**config.mk**
```make
export PLATFORM = sky130hd
export DESIGN_NAME = gpio_setclr_regs
export DESIGN_NICKNAME = d
export VERILOG_FILES = /design/src/rtl/gpio_sc_pkg.sv /design/src/rtl/gpio_sc_decode.sv /design/src/rtl/gpio_sc_core.sv /design/src/rtl/gpio_sc_rdmux.sv /design/src/rtl/gpio_setclr_regs.sv
export SDC_FILE = /design/constraint.sdc
export NUM_CORES = 1
export LEC_CHECK = 0
export ABC_AREA = 1
export BUFFER_PORTS_ARGS = -buffer_cell sky130_fd_sc_hd__buf_2
export CORE_ASPECT_RATIO = 0.6
export CORE_MARGIN = 3
export CORE_UTILIZATION = 41
export DETAILED_ROUTE_END_ITERATION = 7
export PLACE_DENSITY_LB_ADDON = 0.3
export SLEW_MARGIN = 15
export SYNTH_ARGS = -nofsm -noshare
export SYNTH_HDL_FRONTEND = slang
export SYNTH_HIERARCHICAL = 1
export SYNTH_SLANG_ARGS = --single-unit
```
**constraint.sdc**
```tcl
create_clock -name clk_i -period 1.6 [get_ports clk_i]
set_clock_uncertainty 0.15 [all_clocks]
set_input_delay 0.16 -clock clk_i [delete_from_list [all_inputs] [get_ports clk_i]]
set_output_delay 0.16 -clock clk_i [all_outputs]
set_load 0.1 [all_outputs]
```
**src/rtl/gpio_sc_pkg.sv**
```systemverilog
package gpio_sc_pkg;
  localparam int unsigned OFF_LVL  = 'h00;
  localparam int unsigned OFF_DIR  = 'h04;
  localparam int unsigned OFF_SET  = 'h08;
  localparam int unsigned OFF_CLR  = 'h0C;
  localparam int unsigned OFF_RISE = 'h10;
  localparam int unsigned OFF_FALL = 'h14;
  localparam int unsigned OFF_EDGE = 'h18;
  localparam int unsigned OFF_GP   = 'h20;

  typedef struct packed {
    logic lvl_set;
    logic lvl_clr;
    logic dir;
    logic gp;
  } wr_sel_t;

  typedef enum logic [1:0] {
    RD_ZERO = 2'd0,
    RD_LVL  = 2'd1,
    RD_DIR  = 2'd2,
    RD_GP   = 2'd3
  } rd_src_e;
endpackage

```
**src/rtl/gpio_sc_decode.sv**
```systemverilog
module gpio_sc_decode
  import gpio_sc_pkg::*;
#(
  parameter int unsigned AW = 12,
  parameter int unsigned BW = 4
) (
  input  logic          req_i,
  input  logic          we_i,
  input  logic [BW-1:0] be_i,
  input  logic [AW-1:0] addr_i,
  output wr_sel_t       wr_o,
  output rd_src_e       rd_o
);
  logic wr_ok;
  assign wr_ok = req_i & we_i & (&be_i);

  // edge-detect offsets and 0x00 decode to no write target
  always_comb begin
    wr_o         = '0;
    wr_o.lvl_set = wr_ok && (addr_i == AW'(OFF_SET));
    wr_o.lvl_clr = wr_ok && (addr_i == AW'(OFF_CLR));
    wr_o.dir     = wr_ok && (addr_i == AW'(OFF_DIR));
    wr_o.gp      = wr_ok && (addr_i == AW'(OFF_GP));
  end

  always_comb begin
    if (addr_i == AW'(OFF_LVL))      rd_o = RD_LVL;
    else if (addr_i == AW'(OFF_DIR)) rd_o = RD_DIR;
    else if (addr_i == AW'(OFF_GP))  rd_o = RD_GP;
    else                             rd_o = RD_ZERO;
  end
endmodule

```
**src/rtl/gpio_sc_core.sv**
```systemverilog
module gpio_sc_core
  import gpio_sc_pkg::*;
#(
  parameter int unsigned DW = 32
) (
  input  logic          clk_i,
  input  logic          rst_ni,
  input  wr_sel_t       wr_i,
  input  logic [DW-1:0] wdata_i,
  output logic [DW-1:0] lvl_o,
  output logic [DW-1:0] dir_o,
  output logic [DW-1:0] gp_o,
  output logic          err_o
);
  logic hits_out;
  logic strobe;
  assign hits_out = |(dir_o & wdata_i);
  assign strobe   = wr_i.lvl_set | wr_i.lvl_clr;

  always_ff @(posedge clk_i or negedge rst_ni) begin
    if (!rst_ni) begin
      lvl_o <= '0;
    end else if (strobe && hits_out) begin
      if (wr_i.lvl_set) lvl_o <= lvl_o | wdata_i;
      else              lvl_o <= lvl_o & ~wdata_i;
    end
  end

  always_ff @(posedge clk_i or negedge rst_ni) begin
    if (!rst_ni)       dir_o <= '0;
    else if (wr_i.dir) dir_o <= wdata_i;
  end

  always_ff @(posedge clk_i or negedge rst_ni) begin
    if (!rst_ni)      gp_o <= '0;
    else if (wr_i.gp) gp_o <= wdata_i;
  end

  always_ff @(posedge clk_i or negedge rst_ni) begin
    if (!rst_ni)                 err_o <= 1'b0;
    else if (strobe && !hits_out) err_o <= 1'b1;
  end
endmodule

```
**src/rtl/gpio_sc_rdmux.sv**
```systemverilog
module gpio_sc_rdmux
  import gpio_sc_pkg::*;
#(
  parameter int unsigned DW = 32
) (
  input  rd_src_e       sel_i,
  input  logic [DW-1:0] lvl_i,
  input  logic [DW-1:0] dir_i,
  input  logic [DW-1:0] gp_i,
  output logic [DW-1:0] rdata_o
);
  always_comb begin
    unique case (sel_i)
      RD_LVL:  rdata_o = lvl_i;
      RD_DIR:  rdata_o = dir_i;
      RD_GP:   rdata_o = gp_i;
      default: rdata_o = '0;
    endcase
  end
endmodule

```
**src/rtl/gpio_setclr_regs.sv**
```systemverilog
module gpio_setclr_regs
  import gpio_sc_pkg::*;
#(
  parameter int unsigned AW    = 12,
  parameter int unsigned DW    = 32,
  parameter int unsigned IRQ_N = 9
) (
  input  logic             clk_i,
  input  logic             rst_ni,
  input  logic             req_i,
  input  logic             we_i,
  input  logic [DW/8-1:0]  be_i,
  input  logic [AW-1:0]    addr_i,
  input  logic [DW-1:0]    wdata_i,
  output logic [DW-1:0]    rdata_o,
  output logic [DW-1:0]    pin_o,
  output logic [DW-1:0]    dir_o,
  output logic             err_o,
  output logic [IRQ_N-1:0] irq_o
);
  localparam int unsigned BW = DW / 8;

  wr_sel_t       wr_sel;
  rd_src_e       rd_sel;
  logic [DW-1:0] lvl_q, dir_q, gp_q;

  gpio_sc_decode #(.AW(AW), .BW(BW)) i_decode (
    .req_i  (req_i),
    .we_i   (we_i),
    .be_i   (be_i),
    .addr_i (addr_i),
    .wr_o   (wr_sel),
    .rd_o   (rd_sel)
  );

  gpio_sc_core #(.DW(DW)) i_core (
    .clk_i   (clk_i),
    .rst_ni  (rst_ni),
    .wr_i    (wr_sel),
    .wdata_i (wdata_i),
    .lvl_o   (lvl_q),
    .dir_o   (dir_q),
    .gp_o    (gp_q),
    .err_o   (err_o)
  );

  gpio_sc_rdmux #(.DW(DW)) i_rdmux (
    .sel_i   (rd_sel),
    .lvl_i   (lvl_q),
    .dir_i   (dir_q),
    .gp_i    (gp_q),
    .rdata_o (rdata_o)
  );

  assign pin_o = lvl_q;
  assign dir_o = dir_q;
  assign irq_o = '0; // interrupt generation not implemented
endmodule

```
== After elaboration in Yosys (flattened, before gate mapping) ==
Index checks and enable logic that the tools add are counted.

* Register bits after elaboration: 97
* Input bits: 52
* Word-level logic and storage cells: 33

* Eq/ne operators: 7
* Mux-type cells: 5
* Bitwise logic cells: 7
* Reduce and logical (&&, ||, !) cells: 10

{| class="wikitable"
|+ Operators by type and width
! operator !! count
|-
| case mux 32 bit (3 select lines) || 1
|-
| bitwise AND 32 bit || 2
|-
| 2-to-1 mux 32 bit || 1
|-
| NOT 32 bit || 1
|-
| OR 32 bit || 1
|-
| OR reduction 32 bit || 1
|-
| == test 12 x 4 -> 1 bit, second input constant || 2
|-
| == test 12 x 3 -> 1 bit, second input constant || 1
|-
| == test 12 x 6 -> 1 bit, second input constant || 1
|-
| logical NOT 12 bit || 1
|-
| logical AND 1 bit || 6
|-
| 2-to-1 mux 2 bit || 3
|-
| == test 2 bit, second input constant || 2
|-
| AND reduction 4 bit || 1
|-
| bitwise AND 1 bit || 2
|-
| == test 2 x 1 -> 1 bit, second input constant || 1
|-
| logical NOT 1 bit || 1
|-
| OR 1 bit || 1
|}

== Longest topological paths before layout ==
* Word-level depth: 6
* Depth in mapped cells: 12
* Depth with buffers taken out: 10

== Hierarchy ==
Netlist, hierarchy kept.

{| class="wikitable"
|+ Modules (own cells, without submodules)
! module !! instances !! cells each !! area each (um^2)
|-
| gpio_sc_core || 1 || 380 || 4135.2
|-
| gpio_sc_rdmux || 1 || 150 || 862.1
|-
| gpio_sc_decode || 1 || 35 || 151.4
|-
| gpio_setclr_regs || 1 || 10 || 71.3
|}

== Worst setup path after synthesis ==
No wires, ideal clock.

* Path type: register -> output
* Start point: reg i_core.dir_o[0]
* End point: out rdata_o[0]
* Arrival time: 1.862 ns
* Data required time: 1.290 ns
* Path slack: -0.572 ns
* Stages on the path, launching flop included: 3
* Cells stage by stage: dfrtp_1 > nand3_1 > nand3_1

* Word-level cells in the longest chain between the ends: 1

{| class="wikitable"
|+ Ends and longest elaborated chain
! what !! line !! source
|-
| start: declaration || gpio_sc_core.sv:11 || <nowiki>output logic [DW-1:0] dir_o,</nowiki>
|-
| start signal: assignment || gpio_sc_core.sv:31 || <nowiki>else if (wr_i.dir) dir_o <= wdata_i;</nowiki>
|-
| case mux 32 bit (3 select lines) || gpio_sc_rdmux.sv:13 || <nowiki>unique case (sel_i)</nowiki>
|-
| end: declaration || gpio_setclr_regs.sv:15 || <nowiki>output logic [DW-1:0] rdata_o,</nowiki>
|}

No other way between the ends.

== Final worst setup path ==
* Start point: in addr_i[10]
* End point: out rdata_o[15]

* Word-level cells in the longest chain between the ends: 6
* Elaborated cells between the ends (all ways): 10
* Those cells by class: 5 x eq/ne; 4 x mux; 1 x reduce/logical

{| class="wikitable"
|+ Ends and longest elaborated chain
! what !! line !! source
|-
| start: declaration || gpio_setclr_regs.sv:13 || <nowiki>input logic [AW-1:0] addr_i,</nowiki>
|-
| == test 12 x 6 -> 1 bit || gpio_sc_decode.sv:29 || <nowiki>else if (addr_i == AW'(OFF_GP)) rd_o = RD_GP;</nowiki>
|-
| 2-to-1 mux 2 bit || gpio_sc_decode.sv:29 ||
|-
| 2-to-1 mux 2 bit || gpio_sc_decode.sv:28 || <nowiki>else if (addr_i == AW'(OFF_DIR)) rd_o = RD_DIR;</nowiki>
|-
| 2-to-1 mux 2 bit (*) || gpio_sc_decode.sv:27 || <nowiki>if (addr_i == AW'(OFF_LVL)) rd_o = RD_LVL;</nowiki>
|-
| named net rd_sel[0] || gpio_setclr_regs.sv:24 || <nowiki>rd_src_e rd_sel;</nowiki>
|-
| == test 2 bit or == test 2 x 1 -> 1 bit (tied branches) || gpio_sc_rdmux.sv:13 ||
|-
| case mux 32 bit (3 select lines) (*) || gpio_sc_rdmux.sv:13 ||
|}

The timed path passes the listed nets; every way through them passes the cells marked *.

==> metrics.txt <==
PD cells=551.9 nW/µm²; die extent in x=151.7 µm; Worst EP required=1.29 ns; Reg clk slew, reported paths=0.07 ns; num rows=31; final setup fails=97; TritonCTS clock tree=built; Synth Instances=575; critical path's largest stage delay=0.20 ns; CP Launch Type=input port; leakage=4.473 nW; Worst Reg-to-Reg Cells=10; Clock Latency Late Sink=0.36 ns; total power=5.327 mW; DR WL/cell=23.42 µm; largest net degree at the start of global routing=98; nets@finish=863; Crit path arrival time=1.60 ns; Synthesis Warnings=6; clk sinks=97; GRT Total Usage=30.50%; Hold WC Path Type=in2reg; Boundary Pins=158; synthesis-to-layout area growth=84.92%; Final min period=1.911 ns; TritonRoute pass-1 iters=5; Max Root-Sink Buffers=2; Initial Util=42.59%; drt total wl=23000 µm; Synth Register Bits=97; RePlAce Congestion=0.8710; failing checks=setup timing; area of the die=14170 µm²; grt ovf=0; Worst Hold Path Cells=4; worst rel slew slack=63.32%; CP top delay family=simple AND/OR/NAND/NOR gates; DR iter-0 viols=501; MaxCap Viol Count=0; CP Cell Sequence=buf_6, nor2_4, nand2_4, nor2_4, nand2_2, nand2_4, buf_12, clkbuf_16, nand3_1, nand3_4, buf_12; DRC viols=0; Max FO, Critical Path=13; via count=5813; cts bufs inserted=9; Die Y-Extent=93.40 µm; CTS root buf=clkbuf_16; placed instance area=7495 µm²; syn_area_per_cell=9.078 µm²; first-pass GRT wire length=32740 µm; r2r startpoint=i_core/dir_o[29]; setup slack after layout=-0.3110 ns; Peak VDD IR=0.0005486 V; remaining antenna violation count=0; hpwl dp=12180 µm; initial antenna violation count=0; Std-Cell Core Area=12260 µm²; share of layout cells above drive strength 1=68.87%; synthesized cell area=5220 µm²; final slew viol count=0; Worst Setup End Kind=output pin; Bufs and invs on worst path=4; RSZ-0062 raised after global routing=true; Hold Vio Cnt, Final=0; Max Fclk=523.3 MHz; worst setup path start=addr_i[10]; vias in the first global route=5767; R2R setup slack=-0.24 ns; Setup Slack @ Placement=-0.3202 ns; number of port buffers=148; Setup TNS Final=-16.06 ns; post-route core utilization=78.76%; Crit-path slowest cell=clkbuf_16; vias per cell=5.920; min-delay src=wdata_i[22]; fin area=9653 µm²; critical path class=in2out; Synth cell types=19; Final period util=119.4%; Worst-Margin Slew=0.5503 ns; sequential fraction of the synthesis area=46.50%; run status=finished, violations left; number of H-tree levels=3
==> worst max path at each step <==
stage                        endpoint  slack [ns]  depth (start not counted)
after floorplan             flip-flop        -0.1                         11
after CTS                 rdata_o[22]       -0.24                         11
after global placement     rdata_o[3]       -0.27                         11
final                     rdata_o[15]       -0.31                         11
after global routing      rdata_o[17]       -0.38                         12
after detailed placement   rdata_o[3]       -0.32                         11
==> power breakdown <==
group | switching (mW) | leakage, nW | total (mW) | internal (mW)
clock | 1.02 | 0.159 | 2.44 | 1.42
combinational | 0.286 | 3.08 | 0.434 | 0.149
sequential | 0.000230 | 1.24 | 2.45 | 2.45
==> area by class of cell <==
class | instances | area [µm²]
timing repair buffer | 270 | 2828
fill | 714 | 2604
inverter | 9 | 36.28
clock inverter | 6 | 90.09
sequential | 97 | 2587
tap | 165 | 206.4
multi-input combinational | 424 | 3664
clock buffer | 10 | 239.0
antenna | 1 | 2.502
==> worst register-to-register path, cell delays in order (launching register included) <==
cell and delay [ns]:
dfrtp_4 0.50, nand2_4 0.09, nand2_4 0.05, nor2_2 0.11
nand2_2 0.07, nor2_4 0.21, nand2_8 0.13, buf_6 0.16
buf_16 0.13, nand4_1 0.08, nand2_1 0.07
==> cell usage in the layout, fill, tap and decap left out, drive strengths merged <==
cell type	instances
nand3	162
diode	1
o21bai	1
mux2	64
inv	10
dlygate4sd3	40
nand4	32
clkbuf	16
nand2	130
buf	224
bufinv	2
conb	9
dfrtp	97
clkinv	2
nor2	25
clkinvlp	1
nor3	1
==> cell usage after synthesis (all sizes together) <==
master    n  share of area (%)
o21bai    1               0.14
dfrtp    97                 47
nand2   129                9.3
inv       9               0.65
clkbuf    8                1.2
nor3      1               0.31
buf      46                6.8
mux2     64                 14
nor2     25                1.9
nand4    32                3.8
conb      1              0.072
nand3   162                 16
==> what timing repair did <==
item / in CTS / in global routing
endpoints found under the hold margin: 190 / 0
buffers inserted: 13 / 4
hold buffers: 40 / 0
setup endpoints to repair: 90 / 68
gates resized for setup: 163 / 105
pin swaps: 51 / 40
gates cloned: 13 / 4
==> stage by stage <==
step                cells  hold slack [ns]
floorplan             583          -0.2856
global placement      901           0.1083
detailed placement    901           0.1129
CTS                   982         0.001992
global route          981          0.01304
finish                982         0.008108
==> cells by family (layout without fill, tap and decap cells) <==
logic type	Yosys count	in the layout	synth area share [%]
other cells	1	10	0.07184
flops	97	97	46.50
simple gates	349	350	30.85
mux	64	64	13.81
buf+inv	63	295	8.629
compound gates	1	1	0.1439
==> routing by layer <==
metal,vias up,global-route usage [%],routed length [µm]
li1,2461,-,-
met1,2929,41.80,9667
met2,371,47.08,10430
met3,52,8.232,2350
met4,0,9.865,546
met5,-,0,0
Note: power is estimated with default switching activity, not from simulation.
